==> src/rtl/spim_pkg.sv <==
package spim_pkg;
    localparam int DW     = 8;
    localparam int AW     = 2;
    localparam int ACC_W  = 28;
    localparam int EXP_W  = 5;
    localparam int MANT_W = 8;

    // register select values
    typedef enum logic [AW-1:0] {
        A_STAT = 2'd0,
        A_FMT  = 2'd1,
        A_MANT = 2'd2,
        A_DATA = 2'd3
    } reg_sel_e;

    // field positions inside FMT and STAT
    localparam int F_CPOL = 7;
    localparam int F_CPHA = 6;
    localparam int F_MSB  = 5;
    localparam int S_DONE = 1;
    localparam int S_BUSY = 0;
endpackage

==> src/rtl/spim_baud.sv <==
module spim_baud #(
    parameter int ACC_W  = 28,
    parameter int EXP_W  = 5,
    parameter int MANT_W = 8
) (
    input  logic              clk,
    input  logic              rst_n,
    input  logic              run_i,
    input  logic              clear_i,
    input  logic [EXP_W-1:0]  exp_i,
    input  logic [MANT_W-1:0] mant_i,
    output logic              tick_o
);
    localparam int SH_MAX = (1 << EXP_W);
    localparam int INC_W  = MANT_W + 1 + SH_MAX + 1;
    localparam logic [INC_W-1:0] FULL = INC_W'(1) << ACC_W;

    typedef struct packed {
        logic [ACC_W-1:0] acc;
    } baud_st_t;

    baud_st_t         st_q, st_d;
    logic [EXP_W:0]   shamt;
    logic [INC_W-1:0] inc_raw;
    logic [ACC_W:0]   inc;
    logic [ACC_W:0]   sum;

    always_comb begin
        shamt   = {1'b0, exp_i} + {{EXP_W{1'b0}}, 1'b1};
        inc_raw = INC_W'({1'b1, mant_i}) << shamt;
        inc     = (inc_raw >= FULL) ? FULL[ACC_W:0] : inc_raw[ACC_W:0];
        sum     = {1'b0, st_q.acc} + inc;
        tick_o  = run_i & sum[ACC_W];
        st_d    = st_q;
        if (clear_i) begin
            st_d.acc = '0;
        end else if (run_i) begin
            st_d.acc = sum[ACC_W-1:0];
        end
    end

    always_ff @(posedge clk or negedge rst_n) begin
        if (!rst_n) st_q <= '0;
        else        st_q <= st_d;
    end

    // a saturated increment must yield an edge on every running cycle
    a_r4_full_rate: assert property (@(posedge clk) disable iff (!rst_n)
        (run_i && !clear_i && inc == FULL[ACC_W:0]) |-> tick_o);
endmodule

==> src/rtl/spim_shift.sv <==
module spim_shift #(
    parameter int DW = 8
) (
    input  logic          clk,
    input  logic          rst_n,
    input  logic          start_i,
    input  logic [DW-1:0] tx_i,
    input  logic          tick_i,
    input  logic          cpol_i,
    input  logic          cpha_i,
    input  logic          msb_i,
    input  logic          miso_i,
    output logic          sck_o,
    output logic          mosi_o,
    output logic          busy_o,
    output logic          finish_o,
    output logic [DW-1:0] rx_o
);
    localparam int EDGES = 2 * DW;
    localparam int CNT_W = $clog2(EDGES);
    localparam int BIT_W = CNT_W - 1;

    typedef struct packed {
        logic             busy;
        logic             sck;
        logic             mosi;
        logic [CNT_W-1:0] cnt;
        logic [DW-1:0]    tx;
        logic [DW-1:0]    rx;
    } shf_st_t;

    shf_st_t          st_q, st_d;
    logic             lead;
    logic             last;
    logic [BIT_W-1:0] bidx;

    function automatic logic [BIT_W-1:0] bitpos(input logic [BIT_W-1:0] k,
                                                input logic msb);
        bitpos = msb ? (BIT_W'(DW - 1) - k) : k;
    endfunction

    always_comb begin
        st_d     = st_q;
        finish_o = 1'b0;
        lead     = ~st_q.cnt[0];
        last     = (st_q.cnt == CNT_W'(EDGES - 1));
        bidx     = st_q.cnt[CNT_W-1:1];
        if (start_i) begin
            st_d.busy = 1'b1;
            st_d.cnt  = '0;
            st_d.tx   = tx_i;
            st_d.sck  = cpol_i;
            if (!cpha_i) st_d.mosi = tx_i[bitpos('0, msb_i)];
        end else if (st_q.busy && tick_i) begin
            st_d.sck = ~st_q.sck;
            if (cpha_i ? !lead : lead) begin
                st_d.rx[bitpos(bidx, msb_i)] = miso_i;
            end
            if (!cpha_i && !lead && !last) begin
                st_d.mosi = st_q.tx[bitpos(bidx + BIT_W'(1), msb_i)];
            end
            if (cpha_i && lead) begin
                st_d.mosi = st_q.tx[bitpos(bidx, msb_i)];
            end
            st_d.cnt = st_q.cnt + CNT_W'(1);
            if (last) begin
                st_d.busy = 1'b0;
                st_d.cnt  = '0;
                finish_o  = 1'b1;
            end
        end else if (!st_q.busy) begin
            st_d.sck = cpol_i;
        end
    end

    always_ff @(posedge clk or negedge rst_n) begin
        if (!rst_n) st_q <= '0;
        else        st_q <= st_d;
    end

    assign sck_o  = st_q.sck;
    assign mosi_o = st_q.mosi;
    assign busy_o = st_q.busy;
    assign rx_o   = st_q.rx;

    // the register block must never launch into a running exchange
    a_r10_start_idle: assert property (@(posedge clk) disable iff (!rst_n)
        start_i |-> !st_q.busy);
    // between rate edges the serial clock holds still
    a_r5_sck_hold: assert property (@(posedge clk) disable iff (!rst_n)
        (st_q.busy && !tick_i && !start_i) |=> $stable(st_q.sck));
    // an exchange only ends on a rate edge
    a_r3_end_on_tick: assert property (@(posedge clk) disable iff (!rst_n)
        $fell(st_q.busy) |-> $past(tick_i));
    // first-edge capture mode keeps MOSI steady across capturing edges
    a_r6_mosi_steady: assert property (@(posedge clk) disable iff (!rst_n)
        (st_q.busy && tick_i && lead && !cpha_i) |=> $stable(st_q.mosi));
endmodule

==> src/rtl/spim_regs.sv <==
module spim_regs
    import spim_pkg::*;
(
    input  logic          clk,
    input  logic          rst_n,
    input  logic [AW-1:0] addr_i,
    input  logic          wr_i,
    input  logic [DW-1:0] wdata_i,
    output logic [DW-1:0] rdata_o,
    input  logic          busy_i,
    input  logic          finish_i,
    input  logic [DW-1:0] rx_i,
    output logic [DW-1:0] fmt_o,
    output logic [DW-1:0] mant_o,
    output logic          start_o
);
    typedef struct packed {
        logic [DW-1:0] fmt;
        logic [DW-1:0] mant;
        logic          done;
    } reg_st_t;

    reg_st_t  st_q, st_d;
    reg_sel_e sel;
    logic     clr_req;

    always_comb begin
        sel     = reg_sel_e'(addr_i);
        st_d    = st_q;
        clr_req = wr_i && (sel == A_STAT) && !wdata_i[S_DONE];
        start_o = wr_i && (sel == A_DATA) && !busy_i;
        if (wr_i && sel == A_FMT)  st_d.fmt  = wdata_i;
        if (wr_i && sel == A_MANT) st_d.mant = wdata_i;
        if (finish_i)      st_d.done = 1'b1;
        else if (clr_req)  st_d.done = 1'b0;
        rdata_o = '0;
        case (sel)
            A_STAT: begin
                rdata_o[S_DONE] = st_q.done;
                rdata_o[S_BUSY] = busy_i;
            end
            A_FMT:   rdata_o = st_q.fmt;
            A_MANT:  rdata_o = st_q.mant;
            default: rdata_o = rx_i;
        endcase
    end

    always_ff @(posedge clk or negedge rst_n) begin
        if (!rst_n) st_q <= '0;
        else        st_q <= st_d;
    end

    assign fmt_o  = st_q.fmt;
    assign mant_o = st_q.mant;

    // completion flag rises exactly when the shifter leaves busy
    a_r9_done_rise: assert property (@(posedge clk) disable iff (!rst_n)
        $rose(st_q.done) |-> $fell(busy_i));
    // without a clearing write the flag stays up
    a_r9_done_sticky: assert property (@(posedge clk) disable iff (!rst_n)
        (st_q.done && !clr_req) |=> st_q.done);
endmodule

==> src/rtl/spim_top.sv <==
module spim_top
    import spim_pkg::*;
(
    input  logic          clk,
    input  logic          rst_n,
    input  logic [AW-1:0] reg_addr,
    input  logic          reg_wr,
    input  logic [DW-1:0] reg_wdata,
    output logic [DW-1:0] reg_rdata,
    output logic          spi_sck,
    output logic          spi_mosi,
    input  logic          spi_miso
);
    logic [DW-1:0] fmt, mant, rx;
    logic          busy, finish, start, tick;

    spim_regs u_regs (
        .clk      (clk),
        .rst_n    (rst_n),
        .addr_i   (reg_addr),
        .wr_i     (reg_wr),
        .wdata_i  (reg_wdata),
        .rdata_o  (reg_rdata),
        .busy_i   (busy),
        .finish_i (finish),
        .rx_i     (rx),
        .fmt_o    (fmt),
        .mant_o   (mant),
        .start_o  (start)
    );

    spim_baud #(.ACC_W(ACC_W), .EXP_W(EXP_W), .MANT_W(MANT_W)) u_baud (
        .clk     (clk),
        .rst_n   (rst_n),
        .run_i   (busy),
        .clear_i (start),
        .exp_i   (fmt[EXP_W-1:0]),
        .mant_i  (mant),
        .tick_o  (tick)
    );

    spim_shift #(.DW(DW)) u_shift (
        .clk      (clk),
        .rst_n    (rst_n),
        .start_i  (start),
        .tx_i     (reg_wdata),
        .tick_i   (tick),
        .cpol_i   (fmt[F_CPOL]),
        .cpha_i   (fmt[F_CPHA]),
        .msb_i    (fmt[F_MSB]),
        .miso_i   (spi_miso),
        .sck_o    (spi_sck),
        .mosi_o   (spi_mosi),
        .busy_o   (busy),
        .finish_o (finish),
        .rx_o     (rx)
    );
endmodule

==> config.mk <==
export PLATFORM = sky130hd
export DESIGN_NAME = spim_top
export DESIGN_NICKNAME = d
export VERILOG_FILES = /design/src/rtl/spim_pkg.sv /design/src/rtl/spim_baud.sv /design/src/rtl/spim_shift.sv /design/src/rtl/spim_regs.sv /design/src/rtl/spim_top.sv
export SDC_FILE = /design/constraint.sdc
export NUM_CORES = 1
export LEC_CHECK = 0
export BUFFER_PORTS_ARGS = -buffer_cell sky130_fd_sc_hd__buf_4
export CAP_MARGIN = 10
export CORE_UTILIZATION = 50
export CTS_CLUSTER_DIAMETER = 40
export DETAILED_ROUTE_END_ITERATION = 8
export HOLD_SLACK_MARGIN = 0.15
export PLACE_DENSITY_LB_ADDON = 0.05
export SETUP_SLACK_MARGIN = 0.05
export SLEW_MARGIN = 10
export SYNTH_ARGS = -nofsm -noshare
export SYNTH_HDL_FRONTEND = slang
export SYNTH_SLANG_ARGS = --single-unit
==> constraint.sdc <==
create_clock -name clk -period 4.48 [get_ports clk]
set_input_delay 0.896 -clock clk [delete_from_list [all_inputs] [get_ports clk]]
set_output_delay 0.896 -clock clk [all_outputs]
set_load 0.1 [all_outputs]
==> summary.md <==
| Metric | Value |
|---|---|
| DIE AREA | between 10000 and 15000 µm² |
| WL met2 | 7760 µm |
| CTS Buffer Depth | 2 |
| Clock root cell | clkbuf_8 |
| Routability cong. | approximately 0.90 |
| Reg2Reg Setup Slack | approximately 0.086 ns |
| RR Startpoint | u_regs.fmt_o[0] |
| Final hold viol count | 0 |
| Max-cap violation count | 0 |
| Post-DP HPWL | 11000 µm |
| Synthesized flop and latch total | between 60 and 70 |
| First-pass GRT wire length | 24100 µm |
| Slew margin rel. | 0.402 |
| Via-per-instance ratio | roughly 6 |
| Post-Layout Cell Count | 809 |
| Total Neg Setup Slack | 0 ns |
| Slowest stage delay, CP | roughly 0.45 ns |
| CP endpoint kind | register |
| Worst path slowest cell | dfrtp_2 |
| Leakage power | just under 3 nW |
| Top delay family on crit path | compound AO/OA/AOI/OAI gates |
| CP Max Fanout | 7 |
| Ports | 24 |
| Number of synthesized flops with an enable pin | 0 |
| Worst Path Arrival | 4.64 ns |
| Top layer in use | met4 |
| CP required | between 4 and 5 ns |
| Clock transition at path regs | 0.08 ns |
| Drt drc | 0 |
| RR Endpoint | u_shift.rx_o[2] |
| I/O Buffers | 23 |
| Post-synthesis mux area share | 0.158 |
| CTS tree | done |
| Post-route ant nets | 0 |
| Least-Margin Pin Slew | ~0.90 ns |
| Worst path depth | 21 |
| Largest net degree at the start of global routing | between 60 and 70 |
| Final Slew Violations | 0 |
| Distinct cells, synth | 67 |
| CP startpoint | u_regs.fmt_o[0] |
| Vias in the first global route | roughly 4.8k |
| Final Setup Violations | 0 |
| Period utilization | 0.981 |
| ANT cells | 0 |
| Largest family of logic cells by synthesized area | compound AO/OA/AOI/OAI gates |
| Critical path launch point type | register |
| Post-Syn Instances | approximately 600 |
| CTS H-tree depth | 3 |
| Die Height | around 110 µm |
| Nets@finish | 717 |
| Register Area | 1700 µm² |
| Multi-input gate area | about 4000 µm² |
| P&R area growth vs syn | 25.0% |
| Place WS | -0.0283 ns |
| DR WL met3 | between 500 and 600 µm |
| Min Tclk post-route | 4.39 ns |
| Asr flop ratio synth | 1.00 |
| Worst Reg-to-Reg Cells | 21 |
| 1st-iter DRT viols | roughly 290 |
| Fillers | roughly 850 |
| Initial antenna violation count | 0 |
| Max Clk Rate | about 0.23 GHz |
| Syn_area_per_cell | 9.22 µm² |
| WHS | between 0.4 and 0.5 ns |
| WS Path Type | reg2reg |
| XOR/XNOR Fraction of Synth Area | 0.0490 |
| Site Rows | 37 |
| Die Span X | between 100 and 150 µm |
| RSZ-0062 raised after global routing | true |
| Adder-Cell Fraction of Synth Area | 0.0807 |
| Total GRT Usage | 0.273 |
| Gr ovfl total | 0 |
| Mapped Area | between 5000 and 6000 µm² |
| Status | complete, no violations |
| Vias | between 4k and 5k |
| M1 WL | between 6000 and 7000 µm |
| Worst IR drop on VDD | 415 µV |
| First-pass iteration count of the detailed router | 5 |
| Crit path cell chain | inv_2, ha_4, buf_8, mux2i_4, o41ai_4, a31oi_2, o41ai_4, o21ai_4, inv_2, nand2_4, nor2_4, ha_4, a21o_1, a21o_1, a21oi_2, o21ai_1, nor2_2, xnor2_4, clkbuf_16, nand3_4, mux2_4 |
| Share of cells above drive strength 1 | 0.336 |
| CP endpoint | u_shift.rx_o[2] |
| Core area | about 11000 µm² |
| Dominant synthesized flop cell | dfrtp_1 |
| Initial cell density of the core | 0.525 |
| Hold Path Class | reg2reg |
| Synth Area in Simple Gates | 0.154 |
| Average wire per standard cell | between 15 and 20 µm |
| CTS buffer count | 9 |
| TritonCTS Sinks | a little under 70 |
| Routed wire length | roughly 15000 µm |
| Final Skew | between 0.01 and 0.015 ns |
| Sequential share of the synthesized area | 0.308 |
| Cells after DPL | 774 |
| CTS Hold Bufs | 0 |
| Worst setup margin | 0.0861 ns |
| Complex-gate fraction of the synthesized area | 0.211 |
| Synthesized Nets | ~650 |
| P per Cell Area | between 700 and 800 nW/µm² |
| Clk Latency, worst-skew pair | 0.37 ns |
| WP buf/inv | 4 |
| Warnings from Yosys | 0 |
-- area by class of cell --
| type | count | area share |
|---|---|---|
| Multi-Input combinational cell | 484 | 0.583 |
| Sequential cell | 68 | 0.247 |
| Timing Repair Buffer | 86 | 0.105 |
| Tap cell | 136 | 0.0247 |
| Clock buffer | 13 | 0.0230 |
| Inverter | 19 | 0.0103 |
| Clock inverter | 3 | 0.00653 |
-- worst min-delay path by stage --
| stage | endpoint | from | depth (start not counted) | slack, ns |
|---|---|---|---|---|
| floorplan | u_baud.st_q[25] | u_baud.st_q[25] | 2 | 0.45 |
| global placement | u_baud.st_q[6] | u_baud.st_q[6] | 2 | 0.47 |
| detailed placement | u_baud.st_q[2] | u_baud.st_q[2] | 2 | 0.48 |
| CTS | u_baud.st_q[6] | u_baud.st_q[6] | 2 | 0.49 |
| global route | u_baud.st_q[8] | u_baud.st_q[8] | 2 | 0.52 |
| finish | u_baud.st_q[6] | u_baud.st_q[6] | 2 | 0.49 |
-- power by group --
group / leakage, nW / switching (mW) / internal (mW)
clock: 0.0959 / 0.263 / 0.288
sequential: 0.813 / 0.280 / 0.895
combinational: 2.06 / 1.90 / 1.58
total: 2.96 / 2.44 / 2.77
-- flip-flops by register name, summed over array words and instances, names as in the netlist --
name	cells
u_shift.st_q	9
u_shift.mosi_o	1
u_regs.st_q	1
u_shift.busy_o	1
u_shift.sck_o	1
u_shift.bidx	3
u_baud.st_q	28
u_regs.fmt_o	8
u_shift.rx_o	8
u_regs.mant_o	8
-- tightest hold or removal path: stages, from the launching register on --
cell	delay [ns]
dfrtp_1	0.35
nand2_1	0.05
o31ai_1	0.05
-- logic make-up (layout without fill, tap and decap cells) --
kind of cell | Yosys count | in the layout
compound gates | 177 | 177
simple gates | 176 | 176
mux | 69 | 69
flops | 68 | 68
buf+inv | 46 | 121
fa+ha+maj | 35 | 35
xor+xnor | 27 | 27
-- through the flow --
stage	utilization	area, µm²	power [mW]
after floorplan	-	5570	3.38
after global placement	0.581	6110	4.12
after detailed placement	0.581	6110	4.19
after CTS	0.604	6340	4.79
after global routing	0.656	6900	5.58
final	0.656	6900	5.21
-- placed cells by master (no fill, tap or decap), types with 8 or more instances in the layout --
master,n
buf_4,75
dfrtp_1,66
nand2_1,61
a21oi_1,40
o21ai_0,36
mux2_2,32
nor2_1,30
ha_1,29
nand3_1,18
inv_1,16
xor2_1,14
o22ai_1,13
clkbuf_8,11
a22o_1,10
xnor2_1,9
mux2i_1,9
a21o_1,9
nor3_1,8
mux2_4,8
-- Yosys cell counts (all sizes together) (2+ instances only) --
cell,count,area share
and2,3,0.0034
a211oi,3,0.0041
a22oi,2,0.0027
nor2b,9,0.010
a21o,9,0.012
buf,14,0.016
o22ai,14,0.016
or3,3,0.0034
a221oi,3,0.0048
mux2,41,0.087
nand2b,7,0.0079
o21a,7,0.0095
and3,6,0.0068
nand4,4,0.0045
o31a,2,0.0032
o41ai,3,0.0095
xor2,15,0.025
o211ai,4,0.0054
inv,18,0.012
ha,34,0.077
nand2,62,0.042
mux4,7,0.029
mux2i,21,0.043
xnor2,12,0.024
nor3,8,0.0073
nor2,39,0.027
nor3b,2,0.0027
a31oi,7,0.0079
a22o,10,0.016
a31o,2,0.0032
a21oi,47,0.043
a41o,2,0.0036
nand3,24,0.026
or2,5,0.0057
clkbuf,13,0.0088
dfrtp,68,0.31
a41oi,2,0.0032
o21bai,4,0.0054
a21boi,2,0.0027
o31ai,8,0.011
o21ai,40,0.038
-- repair_timing --
action | CTS | global route
setup buffers | 1 | 18
pin swaps | 1 | 22
endpoints found under the setup margin | 13 | 27
endpoints found under the hold margin | 0 | 0
gates cloned | 0 | 1
gates resized for setup | 3 | 82
-- metal layers --
| metal | vias to the layer above | global-route usage |
|---|---|---|
| met3 | 36 | 0.0426 |
| met5 | - | 0 |
| met2 | 124 | 0.462 |
| li1 | 2348 | - |
| met1 | 2419 | 0.346 |
| met4 | 0 | 0.117 |
No activity file was read; power rests on OpenSTA's default activity.
